<file path="config.mk">
export PLATFORM = sky130hd
export DESIGN_NAME = chroma_phase_gen
export DESIGN_NICKNAME = d
export VERILOG_FILES = /design/src/rtl/chroma_pkg.sv /design/src/rtl/phase_counter.sv /design/src/rtl/pal_flag.sv /design/src/rtl/phase_decode.sv /design/src/rtl/chroma_phase_gen.sv
export SDC_FILE = /design/constraint.sdc
export NUM_CORES = 1
export LEC_CHECK = 0
export ABC_AREA = 1
export BUFFER_PORTS_ARGS = -buffer_cell sky130_fd_sc_hd__buf_2
export CAP_MARGIN = 20
export CORE_AREA = 4 4 41 43
export DETAILED_ROUTE_END_ITERATION = 10
export DIE_AREA = 0 0 45 47
export PLACE_DENSITY = 0.4
export SYNTH_ARGS = -nofsm -noshare
export SYNTH_HDL_FRONTEND = slang
export SYNTH_SLANG_ARGS = --single-unit
</file>
<file path="constraint.sdc">
create_clock -name clk_i -period 1.3 [get_ports clk_i]
set_clock_uncertainty 0.15 [all_clocks]
set_input_delay 0.13 -clock clk_i [delete_from_list [all_inputs] [get_ports clk_i]]
set_output_delay 0.13 -clock clk_i [all_outputs]
set_load 0.01 [all_outputs]
</file>
<file path="src/rtl/chroma_pkg.sv">
package chroma_pkg;
  localparam int unsigned PHASES = 4;
  localparam int unsigned CNT_W  = $clog2(PHASES);
  localparam int unsigned QTR    = PHASES / 4;
  localparam int unsigned HALF   = PHASES / 2;
  // last count before the 90/270 crossing point
  localparam logic [CNT_W-1:0] LOAD_CNT = CNT_W'(PHASES - QTR - 1);
  localparam logic [CNT_W-1:0] LAST_CNT = CNT_W'(PHASES - 1);

  typedef logic [CNT_W-1:0] cnt_t;

  typedef struct packed {
    logic u;
    logic u_n;
    logic v;
    logic v_n;
  } sw_t;
endpackage

</file>
<file path="src/rtl/phase_counter.sv">
module phase_counter
  import chroma_pkg::*;
(
  input  logic clk_i,
  input  logic rst_ni,
  output cnt_t cnt_o,
  output logic load_o
);
  cnt_t cnt_q;

  always_ff @(posedge clk_i or negedge rst_ni) begin
    if (!rst_ni)               cnt_q <= '0;
    else if (cnt_q == LAST_CNT) cnt_q <= '0;
    else                        cnt_q <= cnt_q + cnt_t'(1);
  end

  assign cnt_o  = cnt_q;
  assign load_o = (cnt_q == LOAD_CNT);
endmodule

</file>
<file path="src/rtl/pal_flag.sv">
module pal_flag (
  input  logic clk_i,
  input  logic rst_ni,
  input  logic pal_mode_i,
  input  logic line_start_i,
  input  logic load_i,
  output logic invert_o
);
  logic line_q;
  logic applied_q;

  always_ff @(posedge clk_i or negedge rst_ni) begin
    if (!rst_ni)          line_q <= 1'b0;
    else if (!pal_mode_i) line_q <= 1'b0;
    else if (line_start_i) line_q <= ~line_q;
  end

  // flag reaches V only at the 90/270 crossing
  always_ff @(posedge clk_i or negedge rst_ni) begin
    if (!rst_ni)     applied_q <= 1'b0;
    else if (load_i) applied_q <= line_q;
  end

  assign invert_o = applied_q;

  assert_apply_on_load_R5: assert property (@(posedge clk_i) disable iff (!rst_ni)
    !$stable(applied_q) |-> $past(load_i));
endmodule

</file>
<file path="src/rtl/phase_decode.sv">
module phase_decode
  import chroma_pkg::*;
(
  input  logic clk_i,
  input  logic rst_ni,
  input  cnt_t cnt_i,
  input  logic invert_i,
  output sw_t  sw_o
);
  cnt_t lag_cnt;
  logic u_d;
  logic v_d;
  sw_t  sw_q;

  assign lag_cnt = cnt_i - cnt_t'(QTR);
  assign u_d     = (cnt_i < cnt_t'(HALF));
  assign v_d     = (lag_cnt < cnt_t'(HALF)) ^ invert_i;

  always_ff @(posedge clk_i or negedge rst_ni) begin
    if (!rst_ni) sw_q <= '{u: 1'b1, u_n: 1'b0, v: 1'b0, v_n: 1'b1};
    else         sw_q <= '{u: u_d, u_n: ~u_d, v: v_d, v_n: ~v_d};
  end

  assign sw_o = sw_q;

  assert_comp_u_R8: assert property (@(posedge clk_i) disable iff (!rst_ni)
    sw_q.u_n != sw_q.u);
  assert_comp_v_R8: assert property (@(posedge clk_i) disable iff (!rst_ni)
    sw_q.v_n != sw_q.v);
  assert_u_half_period_R2: assert property (@(posedge clk_i) disable iff (!rst_ni)
    !$stable(sw_q.u) |=> $stable(sw_q.u));
  assert_v_min_pulse_R5: assert property (@(posedge clk_i) disable iff (!rst_ni)
    !$stable(sw_q.v) |=> $stable(sw_q.v));
endmodule

</file>
<file path="src/rtl/chroma_phase_gen.sv">
module chroma_phase_gen
  import chroma_pkg::*;
(
  input  logic clk_i,
  input  logic rst_ni,
  input  logic pal_mode_i,
  input  logic line_start_i,
  output logic u_o,
  output logic u_n_o,
  output logic v_o,
  output logic v_n_o
);
  cnt_t cnt;
  logic load;
  logic invert;
  sw_t  sw;

  phase_counter u_cnt (
    .clk_i  (clk_i),
    .rst_ni (rst_ni),
    .cnt_o  (cnt),
    .load_o (load)
  );

  pal_flag u_flag (
    .clk_i        (clk_i),
    .rst_ni       (rst_ni),
    .pal_mode_i   (pal_mode_i),
    .line_start_i (line_start_i),
    .load_i       (load),
    .invert_o     (invert)
  );

  phase_decode u_dec (
    .clk_i    (clk_i),
    .rst_ni   (rst_ni),
    .cnt_i    (cnt),
    .invert_i (invert),
    .sw_o     (sw)
  );

  assign u_o   = sw.u;
  assign u_n_o = sw.u_n;
  assign v_o   = sw.v;
  assign v_n_o = sw.v_n;
endmodule

</file>
**Yosys cells after proc, flatten, opt, wreduce, memory -nomap -nowiden**

Index checks and enable logic that the tools add are counted.

- Bitwise operators: 4
- Add/subtract/negate cells: 2
- Eq/ne operators: 3
- Order comparisons: 2
- Muxes and demuxes: 3

Operator list:

| operator | count |
|---|---|
| 2-bit equality test, second input constant | 2 |
| 2-bit less-than comparator, second input constant | 2 |
| 1-bit NOT | 3 |
| 2-bit by 1-bit adder with 2-bit output, second input constant | 1 |
| 1-bit two-way mux | 2 |
| 2-bit two-way mux | 1 |
| 2-bit by 1-bit inequality test with 1-bit output, second input constant | 1 |
| 2-bit by 1-bit subtractor with 2-bit output, second input constant | 1 |
| 1-bit XOR | 1 |

- Input port bits: 4
- Flip-flop bits (word level): 8
- Output and inout port bits: 4

**Logic depth before layout (Yosys ltp)**

Gate-level depths: netlist of run 1.

- Word-level depth: 4
- Gate-level depth with buffers: 6
- Gate-level depth less buffers: 6

**By module**

Synthesis of run 1 repeated with hierarchy kept, for this count alone.

- Cell total of the unflattened synthesis: 32
- Area total of the unflattened synthesis: 324.1 µm²

Modules (own cells, without submodules):

| module | area each (µm²) | times used | cells an instance | seq. area each (µm²) |
|---|---|---|---|---|
| phase_decode | 157.7 | 1 | 16 | 102.6 |
| phase_counter | 86.3 | 1 | 7 | 50.0 |
| pal_flag | 80.1 | 1 | 9 | 50.0 |

**Worst setup path before layout of run 1**

No wires, ideal clock.

- Path kind: register to register
- Start point: reg u_cnt.cnt_q[0] (netlist: u_cnt.cnt_o[0])
- End point: reg u_dec.sw_q, in the netlist u_dec.sw_o[1]
- Cell stages (with the launch flop): 7
- Library setup time: 0.113 ns
- Arrival: 0.879 ns
- Buffers on the path: 0
- Required time: 1.037 ns
- Clock period less this slack: 1.143 ns
- Slack: 0.157 ns
- Path through: dfrtp_1 inv_1 ha_1 inv_2 nand2_1 nand2_2 inv_1

- Word-level cells in the longest chain between the ends: 3

RTL lines:

| element | RTL line | text |
|---|---|---|
| start, declared | phase_counter.sv:9 | `cnt_t cnt_q;` |
| start signal, assigned | phase_counter.sv:14 | `else cnt_q <= cnt_q + cnt_t'(1);` |
| 2-bit by 1-bit subtractor with 2-bit output | phase_decode.sv:15 | `assign lag_cnt = cnt_i - cnt_t'(QTR);` |
| 2-bit less-than comparator | phase_decode.sv:17 | `assign v_d = (lag_cnt < cnt_t'(HALF)) ^ invert_i;` |
| 1-bit XOR | phase_decode.sv:17 |  |
| net u_dec.v_d | phase_decode.sv:12 | `logic v_d;` |
| end signal, assigned | phase_decode.sv:20 | `if (!rst_ni) sw_q <= '{u: 1'b1, u_n: 1'b0, v: 1'b0, v_n: 1'b1};` |
| end signal, assigned | phase_decode.sv:21 | `else sw_q <= '{u: u_d, u_n: ~u_d, v: v_d, v_n: ~v_d};` |
| end, declared | phase_decode.sv:13 | `sw_t sw_q;` |

The timed path passes the listed nets, and every way through them passes these cells.
A chain may end at the register's enable or synchronous reset.

**Worst setup path after layout of run 1**

Same ends and word-level chain as after synthesis.

==> results of run 1 <==
state kept, by name, indices dropped and copies added, names as in the netlist:
name,cells
u_cnt.cnt_o,2
u_dec.sw_o,4
u_flag.line_q,1
u_flag.invert_o,1
cells by family after synthesis:
| family | share of synthesized area |
|---|---|
| buffers and inverters | 0.0652 |
| and+or+nand+nor | 0.126 |
| adders and majority gates | 0.0869 |
| DFF | 0.704 |
| AOI/OAI and AO/OA | 0.0174 |
power by group:
part / switching, mW / internal, mW
combinational: 0.0175 / 0.0168
sequential: 0.00381 / 0.261
clock: 0.0817 / 0.105
final timing paths:
check | end | slack, ns | depth (start not counted)
worst max register to register | u_dec.sw_o[1] | 0.12 | 6
worst min-delay path | u_dec.sw_o[1] | 0.09 | 2
min in group clk_i | u_dec.sw_o[2] | 0.30 | 0
worst max-delay path | u_dec.sw_o[1] | 0.12 | 6
max in group asynchronous | u_dec.sw_o[3] | 0.67 | 2
worst min register to register | u_dec.sw_o[2] | 0.30 | 0
metal layers:
metal,GRT usage,part of all wire
met4,0.0526,0.028
met5,0,0
met1,0.0657,0.41
met2,0.0819,0.45
met3,0.0230,0.11
cell type report:
type / count / area share
sequential: 8 / 0.514
multi-input combinational: 12 / 0.168
timing repair buffer: 10 / 0.165
clock buffer: 3 / 0.0571
inverter: 5 / 0.0476
tap: 15 / 0.0476
critical path, stage by stage (launching register included):
cell,delay (ns)
sky130_fd_sc_hd__dfrtp_1,0.36
sky130_fd_sc_hd__inv_1,0.06
sky130_fd_sc_hd__ha_1,0.31
sky130_fd_sc_hd__inv_2,0.06
sky130_fd_sc_hd__nand2_1,0.05
sky130_fd_sc_hd__nand2_2,0.07
sky130_fd_sc_hd__inv_1,0.03
synthesized netlist by cell type:
master and count:
sky130_fd_sc_hd__dfrtp_1 6, sky130_fd_sc_hd__dfstp_2 2, sky130_fd_sc_hd__ha_1 2, sky130_fd_sc_hd__inv_1 4, sky130_fd_sc_hd__inv_2 1, sky130_fd_sc_hd__nand2_1 5, sky130_fd_sc_hd__nand2_2 1, sky130_fd_sc_hd__nor2_1 3
sky130_fd_sc_hd__o21ai_0 1
per-stage QoR:
stage	setup slack, ns	hold slack, ns
6_report	0.117	0.0866
5_1_grt	0.0131	0.105
4_1_cts	0.103	0.100
3_5_place_dp	0.110	-0.171
3_3_place_gp	0.116	-0.171
2_1_floorplan	0.157	-0.316
==> key figures, run 1 <==
Worst setup path
  – Required time reported for the critical path endpoint: 1.30 ns
  – Crit path arrival time: approximately 1.2 ns
  – Type of the worst setup path: reg -> reg
  – Crit path capture type: register
  – Launching element of the worst setup path: u_cnt.cnt_o[0]
  – Maximum net fanout on the critical path: 3
  – Startpoint of the lowest-slack register-to-register path: u_cnt.cnt_o[0]
  – Critical path launch point type: register

Clocking
  – Clock-pin slew on the worst setup and hold paths: ~0.060 ns
  – Total of hold buffers inserted after clock tree synthesis: 3
  – CTS root buf: sky130_fd_sc_hd__clkbuf_4
  – Clock latency reported for the late side of the worst-skew pair: around 0.25 ns
  – Count of cells resized by post-cts repair: 0
  – Setup bufs post-CTS: 0
  – CTS tree: yes
  – Max H-tree Level: 1
  – Maximum root-to-sink buffer count: 2
  – Num CTS Buffers: 3
  – Number of sinks driven by the clock tree: 8

Yosys
  – YS warnings: 0
  – Synthesized Nets: 31
  – Synth Area per Inst: about 12 um^2
  – Area fraction of the dominant cell type after synthesis: 0.522
  – Synthesized area: 288 um^2
  – Register area share after synthesis: 0.704
  – Register bit total from synthesis: 8
  – Gate Count Post-Synth: 25
  – Cell type contributing the most total cell area after synthesis: sky130_fd_sc_hd__dfrtp_1
  – Library cells used by synthesis: 9
  – Cells taking the most area after synthesis: sky130_fd_sc_hd__dfrtp_1 (52%), sky130_fd_sc_hd__dfstp_2 (18%), sky130_fd_sc_hd__ha_1 (8.7%), sky130_fd_sc_hd__nand2_1 (6.5%), sky130_fd_sc_hd__inv_1 (5.2%)

Cells and area
  – Layout cell share with drive strength beyond 1: 0.368
  – Layout overhead on the synthesized area: 37.0%
  – Layout Utilization: 0.303
  – Multi-input gate area in the final layout: about 66 um^2
  – Sequential cell area: 203 um^2
  – Fillcell total: 144
  – Highest-count cells in the layout ignoring fill and taps: sky130_fd_sc_hd__buf_2 (7), sky130_fd_sc_hd__dfrtp_1 (6), sky130_fd_sc_hd__nand2_1 (5)
  – Most common cell after layout, fill and taps aside: sky130_fd_sc_hd__buf_2
  – Total Nets Final: 46
  – Number of cells in the finished layout apart from fillers: 53
  – Post-route design area: 394 um^2
  – Antenna cells: 0

Drt
  – Total via count in the routed design: 200
  – Routed wire length per instance: 9.36 um
  – DRC violations left: 0
  – Detailed-route vias per instance: 3.77
  – Detailed-router iteration count before antenna repair: 3
  – Post-Route WL: about 500 um
  – Antenna Violating Nets Remaining: 0
  – Number of violations reported at the end of detailed-routing iteration 0: 1

STA
  – Final critical delay including setup and external delays: 1.18 ns
  – Hold violation total from the final report: 0
  – Setup repair after global routing missed its margin: no
  – Tcrit/Tclk final: 0.910
  – Worst relative slew slack: 0.883
  – Total setup violations reported at the end of the flow: 0
  – Fin. max-slew vios: 0
  – Total negative slack for setup checks: 0 ns
  – Upper clock frequency limit: 0.845 GHz
  – Slew of the pin with the lowest slew margin: about 0.18 ns

Die
  – Die Area: 0.00212 mm^2
  – Area of the core: about 0.0013 mm^2
  – Die Height: 47 um
  – Chip Width: 45 um
  – I/O pin count: 8
  – Starting utilization of the core area: 0.221
  – Number of standard-cell rows in the floorplan: 13

Flow run
  – Number of maximum-capacitance constraint violations: 0

Global route
  – Number of antenna violations at the first check in global routing: 0
  – Number of global-route vias before repair: 201
  – Largest net degree at the start of global routing: 9
  – Global-route wire length before repair: roughly 800 um
  – Global routing usage summed across all routing layers: 0.0575
  – Residual overflow from global routing: 0

Worst hold path
  – Class of the tightest hold or removal check: in -> async

Power and ir drop
  – Pwr Density: 1230 mW/mm^2
  – Peak ir drop on the vdd network: 0.333 mV
  – Leakage power summed over all cells: 0.208 nW
  – Total power of the final layout: 0.486 mW

Placement
  – Dpl cell area: ~340 um^2
  – Placed Cells incl. Taps: between 40 and 50
  – Final weighted congestion in routability-driven placement: 0.726
  – Number of I/O port buffers: 7
  – Estimated wirelength of the detail-placed design: 344 um

Run status
  – Outcome: finished, final reports clean
Note: power is estimated with default switching activity, not from simulation.
==> run 2: changes to the inputs <==
--- a/config.mk
+++ b/config.mk
@@ -11,7 +11,7 @@
 export CORE_AREA = 4 4 41 43
 export DETAILED_ROUTE_END_ITERATION = 10
 export DIE_AREA = 0 0 45 47
-export PLACE_DENSITY = 0.4
+export PLACE_DENSITY = 0.41
 export SYNTH_ARGS = -nofsm -noshare
 export SYNTH_HDL_FRONTEND = slang
 export SYNTH_SLANG_ARGS = --single-unit
==> constraint.sdc (replaced) <==
create_clock -name clk_i -period 1 [get_ports clk_i]
set_clock_uncertainty 0.15 [all_clocks]
set_input_delay 0.1 -clock clk_i [delete_from_list [all_inputs] [get_ports clk_i]]
set_output_delay 0.1 -clock clk_i [all_outputs]
set_load 0.02 [all_outputs]
==> run 2 against run 1 <==
  * The flow now finishes with violations (setup timing)
  * Worst hold slack lost 0.016 ns
  * Count of clock-buffer cells in the layout unchanged
  * Critical path depth is 5 lower
  * Global-route usage rose by 0.79 points
  * Highest routed layer unchanged
==> key figures, run 2 (synthesis results as in run 1) <==
Cells and area
  – Number of cells in the finished layout apart from fillers: 55
  – Antenna cells: 0
  – Layout overhead on the synthesized area: 59.6%
  – Flip-flop count of the largest register after layout: 4
  – Layout Utilization: 0.353
  – Total Nets Final: 48
  – Fillcell total: 146
  – Highest-count cells in the layout ignoring fill and taps: sky130_fd_sc_hd__dfrtp_1 (6), sky130_fd_sc_hd__buf_6 (5)
  – Layout cell share with drive strength beyond 1: 0.525
  – Most common cell after layout, fill and taps aside: sky130_fd_sc_hd__dfrtp_1

Placement
  – Final weighted congestion in routability-driven placement: 0.699
  – Number of I/O port buffers: 7
  – Placed Cells incl. Taps: 48
  – Estimated wirelength of the detail-placed design: 362 um
  – Worst slack, placed: -0.210 ns

Power and ir drop
  – Leakage power summed over all cells: 0.224 nW
  – Pwr Density: between 1000 and 1500 mW/mm^2
  – Peak ir drop on the vdd network: 0.473 mV
  – Total power of the final layout: 0.644 mW

Drt
  – DRC violations left: 0
  – Antenna Violating Nets Remaining: 0
  – Total via count in the routed design: 211
  – Detailed-route vias per instance: 3.84
  – Detailed-router iteration count before antenna repair: 2
  – Routed wire length per instance: 9.04 um
  – Post-Route WL: just under 500 um
  – Number of violations reported at the end of detailed-routing iteration 0: 1

Worst setup path
  – Type of the worst setup path: reg -> out
  – Required time reported for the critical path endpoint: between 0.7 and 0.8 ns
  – Sum of buffers and inverters on the critical path: 1
  – Crit path arrival time: around 0.9 ns
  – CP peak stage delay: 0.52 ns
  – Cell Chain, Critical Path: buf_6
  – Worst-path cell with the longest stage delay: sky130_fd_sc_hd__dfstp_2
  – Critical path launch point type: register
  – Crit path capture type: output pin
  – Maximum net fanout on the critical path: 1
  – Worst path top cell family by delay: flip-flops

STA
  – Upper clock frequency limit: 0.885 GHz
  – Worst-case setup margin in the final layout: -0.130 ns
  – Final critical delay including setup and external delays: 1.13 ns
  – Setup repair after global routing missed its margin: yes
  – Worst relative slew slack: 0.878
  – Total setup violations reported at the end of the flow: 5
  – Hold violation total from the final report: 0
  – Slew of the pin with the lowest slew margin: 0.183 ns
  – Tcrit/Tclk final: 1.13
  – Fin. max-slew vios: 0

Clocking
  – CTS tree: yes
  – Num CTS Buffers: 3
  – CTS root buf: sky130_fd_sc_hd__clkbuf_4
  – Max H-tree Level: 1
  – Clock-pin slew on the worst setup and hold paths: 0.06 ns
  – Maximum root-to-sink buffer count: 2
  – Clock latency reported for the late side of the worst-skew pair: 0.25 ns
  – Number of sinks driven by the clock tree: 8

Die
  – Starting utilization of the core area: 0.221
  – Number of standard-cell rows in the floorplan: 13
  – Chip Width: 45 um
  – I/O pin count: 8
  – Area of the core: 0.00130 mm^2
  – Die Area: around 0.0021 mm^2
  – Die Height: about 47 um

Global route
  – Global-route wire length before repair: 869 um
  – Global routing usage summed across all routing layers: 0.0654
  – Residual overflow from global routing: 0
  – Number of antenna violations at the first check in global routing: 0
  – Number of global-route vias before repair: 223
  – Largest net degree at the start of global routing: 9

Worst hold path
  – Class of the tightest hold or removal check: in -> async

Run status
  – Violated checks: setup timing
  – Outcome: complete, but fails checks

Flow run
  – Number of maximum-capacitance constraint violations: 0
==> run 2: power by group <==
group / switching, mW / internal [mW] / leakage, nW
logic: 0.0273 / 0.0303 / 0.113
registers: 0.00731 / 0.339 / 0.0971
clock network: 0.103 / 0.137 / 0.0138
==> run 2: path summary, 6_finish.rpt <==
path | start | slack, ns | cells past startpoint | endpoint
setup / recovery | u_dec.sw_o[0] | -0.13 | 1 | v_n_o
hold / removal | rst_ni | 0.07 | 2 | u_dec.sw_o[1]
setup reg to reg | u_cnt.cnt_o[0] | -0.12 | 6 | u_dec.sw_o[1]
hold reg to reg | u_cnt.cnt_o[0] | 0.33 | 1 | u_cnt.cnt_o[0]
max in group asynchronous | rst_ni | 0.39 | 2 | u_dec.sw_o[3]
min in group clk_i | u_cnt.cnt_o[0] | 0.33 | 1 | u_cnt.cnt_o[0]
==> run 2: layer usage <==
layer | track usage | part of all wire
met4 | 0.0702 | 0.012
met3 | 0.0460 | 0.076
met1 | 0.0561 | 0.37
met5 | 0 | 0
met2 | 0.0960 | 0.54
==> run 2: final cells by class <==
type | count | area [um^2] | share of cell area
clock buffers | 3 | 22.5 | 0.0490
inverters | 5 | 18.8 | 0.0409
multi-input cells | 12 | 87.6 | 0.191
flip-flops and latches | 8 | 203 | 0.441
well taps | 15 | 18.8 | 0.0409
repair buffers | 12 | 109 | 0.237
==> run 2: timing repair <==
action                                 in CTS  in global routing
endpoints found under the hold margin       9                  0
setup endpoints to repair                   8                  9
pin swaps                                   1                  0
buffers inserted                            0                  1
gates resized for setup                    13                  2
hold buffers                                3                  0
==> run 2: metrics by stage <==
| stage | cell area, um^2 | hold WS (ns) | TNS, ns |
|---|---|---|---|
| after floorplan | 288 | -0.346 | -0.202 |
| after global placement | 349 | -0.201 | -0.285 |
| after detailed placement | 349 | -0.196 | -0.394 |
| after CTS | 445 | 0.0695 | -0.493 |
| after global routing | 459 | 0.0899 | -0.740 |
| final | 459 | 0.0710 | -0.451 |
==> run 3: changes to the inputs <==
--- a/config.mk
+++ b/config.mk
@@ -7,11 +7,11 @@
 export LEC_CHECK = 0
 export ABC_AREA = 1
 export BUFFER_PORTS_ARGS = -buffer_cell sky130_fd_sc_hd__buf_2
-export CAP_MARGIN = 20
 export CORE_AREA = 4 4 41 43
 export DETAILED_ROUTE_END_ITERATION = 10
 export DIE_AREA = 0 0 45 47
 export PLACE_DENSITY = 0.41
+export RECOVER_POWER = 50
 export SYNTH_ARGS = -nofsm -noshare
 export SYNTH_HDL_FRONTEND = slang
 export SYNTH_SLANG_ARGS = --single-unit
==> run 3 against run 2 <==
  * The run still ends with setup timing left
  * Wire length down 0.40%
  * Via count is the same
  * Die area is the same
  * Setup slack is the same
  * Sequential share of layout area grew 0.12 points
  * Register-to-register slack about the same
  * Flip-flop and latch count did not move
  * Combinational power is 1% lower
  * Critical path depth unchanged
  * Global-route usage unchanged
  * First-iteration DRC count did not move
  * Largest cell class unchanged
==> key figures, run 3 (synthesis results as in run 1) <==
Worst setup path
  – Cell Chain, Critical Path: buf_6
  – R2R Path End: u_dec.sw_o[1]
  – Number of cell instances on the worst register-to-register path: 6
  – Type of the worst setup path: reg -> out
  – Startpoint of the lowest-slack register-to-register path: u_cnt.cnt_o[0]
  – Required time reported for the critical path endpoint: about 0.75 ns
  – Critical path launch point type: register
  – Worst-path cell with the longest stage delay: sky130_fd_sc_hd__dfstp_2
  – Sum of buffers and inverters on the critical path: 1
  – Crit path capture type: output pin
  – Critical path depth: 1
  – Maximum net fanout on the critical path: 1
  – CP peak stage delay: 0.52 ns
  – Register-to-Register Setup Slack: -0.12 ns
  – Crit path arrival time: 0.88 ns
  – Worst path top cell family by delay: flip-flops

Global route
  – Global routing usage on met1: 0.0561
  – Grt met2 use: 0.0960
  – Busiest layer in global routing: met2
  – Global routing usage summed across all routing layers: 0.0654
  – Residual overflow from global routing: 0
  – Largest net degree at the start of global routing: 9
  – Global-route wire length before repair: 869 um
  – Number of global-route vias before repair: approximately 220
  – Global routing met3 resource utilization: 0.0460
  – Number of antenna violations at the first check in global routing: 0

STA
  – Fin. max-slew vios: 0
  – Tcrit/Tclk final: 1.13
  – Slew of the pin with the lowest slew margin: 0.433 ns
  – Setup repair after global routing missed its margin: yes
  – Upper clock frequency limit: 0.885 GHz
  – Worst relative slew slack: 0.711
  – Final critical delay including setup and external delays: 1.13 ns
  – Total setup violations reported at the end of the flow: 5
  – Worst-case setup margin in the final layout: -0.130 ns
  – Hold violation total from the final report: 0

Die
  – Number of standard-cell rows in the floorplan: 13
  – Chip Width: 45 um
  – Die Height: 47 um
  – Area of the core: 0.00130 mm^2
  – I/O pin count: 8
  – Die Area: approximately 0.0021 mm^2
  – Starting utilization of the core area: 0.221

Drt
  – Detailed-router iteration count before antenna repair: 2
  – Total via count in the routed design: roughly 210
  – DRC violations left: 0
  – Number of violations reported at the end of detailed-routing iteration 0: 1
  – Detailed-route vias per instance: 3.84
  – Antenna Violating Nets Remaining: 0
  – Routed wire length per instance: 9.00 um
  – Post-Route WL: 495 um

Cells and area
  – Layout cell share with drive strength beyond 1: 0.500
  – Sequential cell area: 203 um^2
  – Multi-input gate area in the final layout: 87.6 um^2
  – Antenna cells: 0
  – Highest-count cells in the layout ignoring fill and taps: sky130_fd_sc_hd__dfrtp_1 (6), sky130_fd_sc_hd__buf_6 (5)
  – Flip-flop count of the largest register after layout: 4
  – Total Nets Final: 48
  – Layout overhead on the synthesized area: 59.1%
  – Number of cells in the finished layout apart from fillers: 55
  – Most common cell after layout, fill and taps aside: sky130_fd_sc_hd__dfrtp_1
  – Fillcell total: between 100 and 150

Placement
  – Final weighted congestion in routability-driven placement: 0.699
  – Number of I/O port buffers: 7
  – Worst slack, placed: -0.210 ns
  – Placed Cells incl. Taps: 48
  – Estimated wirelength of the detail-placed design: 362 um

Power and ir drop
  – Pwr Density: 1410 mW/mm^2
  – Combinational group share of total power: 0.089
  – Clock group share of total power: 0.373
  – Peak ir drop on the vdd network: 0.473 mV
  – Power Internal: about 0.5 mW
  – Sequential fraction of design power: 0.538
  – Sw Ratio: 0.214
  – Switching power summed over all nets: between 0.1 and 0.15 mW
  – Leakage power summed over all cells: 0.222 nW

Run status
  – Violated checks: setup timing
  – Outcome: complete, but fails checks

Clocking
  – Clock latency reported for the late side of the worst-skew pair: approximately 0.25 ns
  – Max H-tree Level: 1
  – CTS root buf: sky130_fd_sc_hd__clkbuf_4
  – Clock-pin slew on the worst setup and hold paths: 0.06 ns
  – Num CTS Buffers: 3
  – CTS tree: yes
  – Number of sinks driven by the clock tree: 8
  – Maximum root-to-sink buffer count: 2

Flow run
  – Number of maximum-capacitance constraint violations: 0

Worst hold path
  – Class of the tightest hold or removal check: in -> async
-- run 3: metrics by stage --
step / total power, mW / TNS, ns / utilization / instance area [um^2] / hold WS [ns]
6_report: 0.644 / -0.449 / 0.352 / 458 / 0.148
5_1_grt: 0.679 / -0.740 / 0.352 / 458 / 0.197
4_1_cts: 0.658 / -0.493 / 0.342 / 445 / 0.0695
3_5_place_dp: 0.390 / -0.394 / 0.268 / 349 / -0.196
3_3_place_gp: 0.389 / -0.285 / 0.268 / 349 / -0.201
2_1_floorplan: 0.369 / -0.202 / - / 288 / -0.346
-- run 3: power by group through the flow --
stage               registers [mW]  clock network [mW]  logic [mW]
floorplan                    0.357                   0      0.0122
global placement             0.349                   0      0.0404
detailed placement           0.349                   0      0.0410
CTS                          0.346               0.254      0.0580
global route                 0.348               0.268      0.0632
finish                       0.346               0.240      0.0570
-- run 3: repair_timing --
action / CTS / global route
gates cloned: 0 / 0
pin swaps: 1 / 0
endpoints found under the setup margin: 8 / 9
hold buffers: 3 / 0
buffers inserted: 0 / 1
gates resized for setup: 13 / 2
endpoints found under the hold margin: 9 / 0
-- run 3: worst max-delay path by stage --
stage / from / endpoint / slack [ns]
6_report: u_dec.sw_o[0] / v_n_o / -0.13
5_1_grt: u_cnt.cnt_o[0] / u_dec.sw_o[1] / -0.16
4_1_cts: u_dec.sw_o[0] / v_n_o / -0.14
3_5_place_dp: u_cnt.cnt_o[0] / u_dec.sw_o[1] / -0.21
3_3_place_gp: u_cnt.cnt_o[0] / u_dec.sw_o[1] / -0.18
2_1_floorplan: u_cnt.cnt_o[0] / u_dec.sw_o[1] / -0.14
-- run 3: routing by layer --
layer,up-vias,wire [um]
met3,2,38
met2,5,268
li1,104,-
met1,100,181
met4,0,6
met5,-,0
-- run 3: area by class of cell --
cell class              instances  share of cell area
clock buffers                   3              0.0492
inverters                       5              0.0410
multi-input cells              12               0.191
flip-flops and latches          8               0.443
well taps                      15              0.0410
repair buffers                 12               0.235
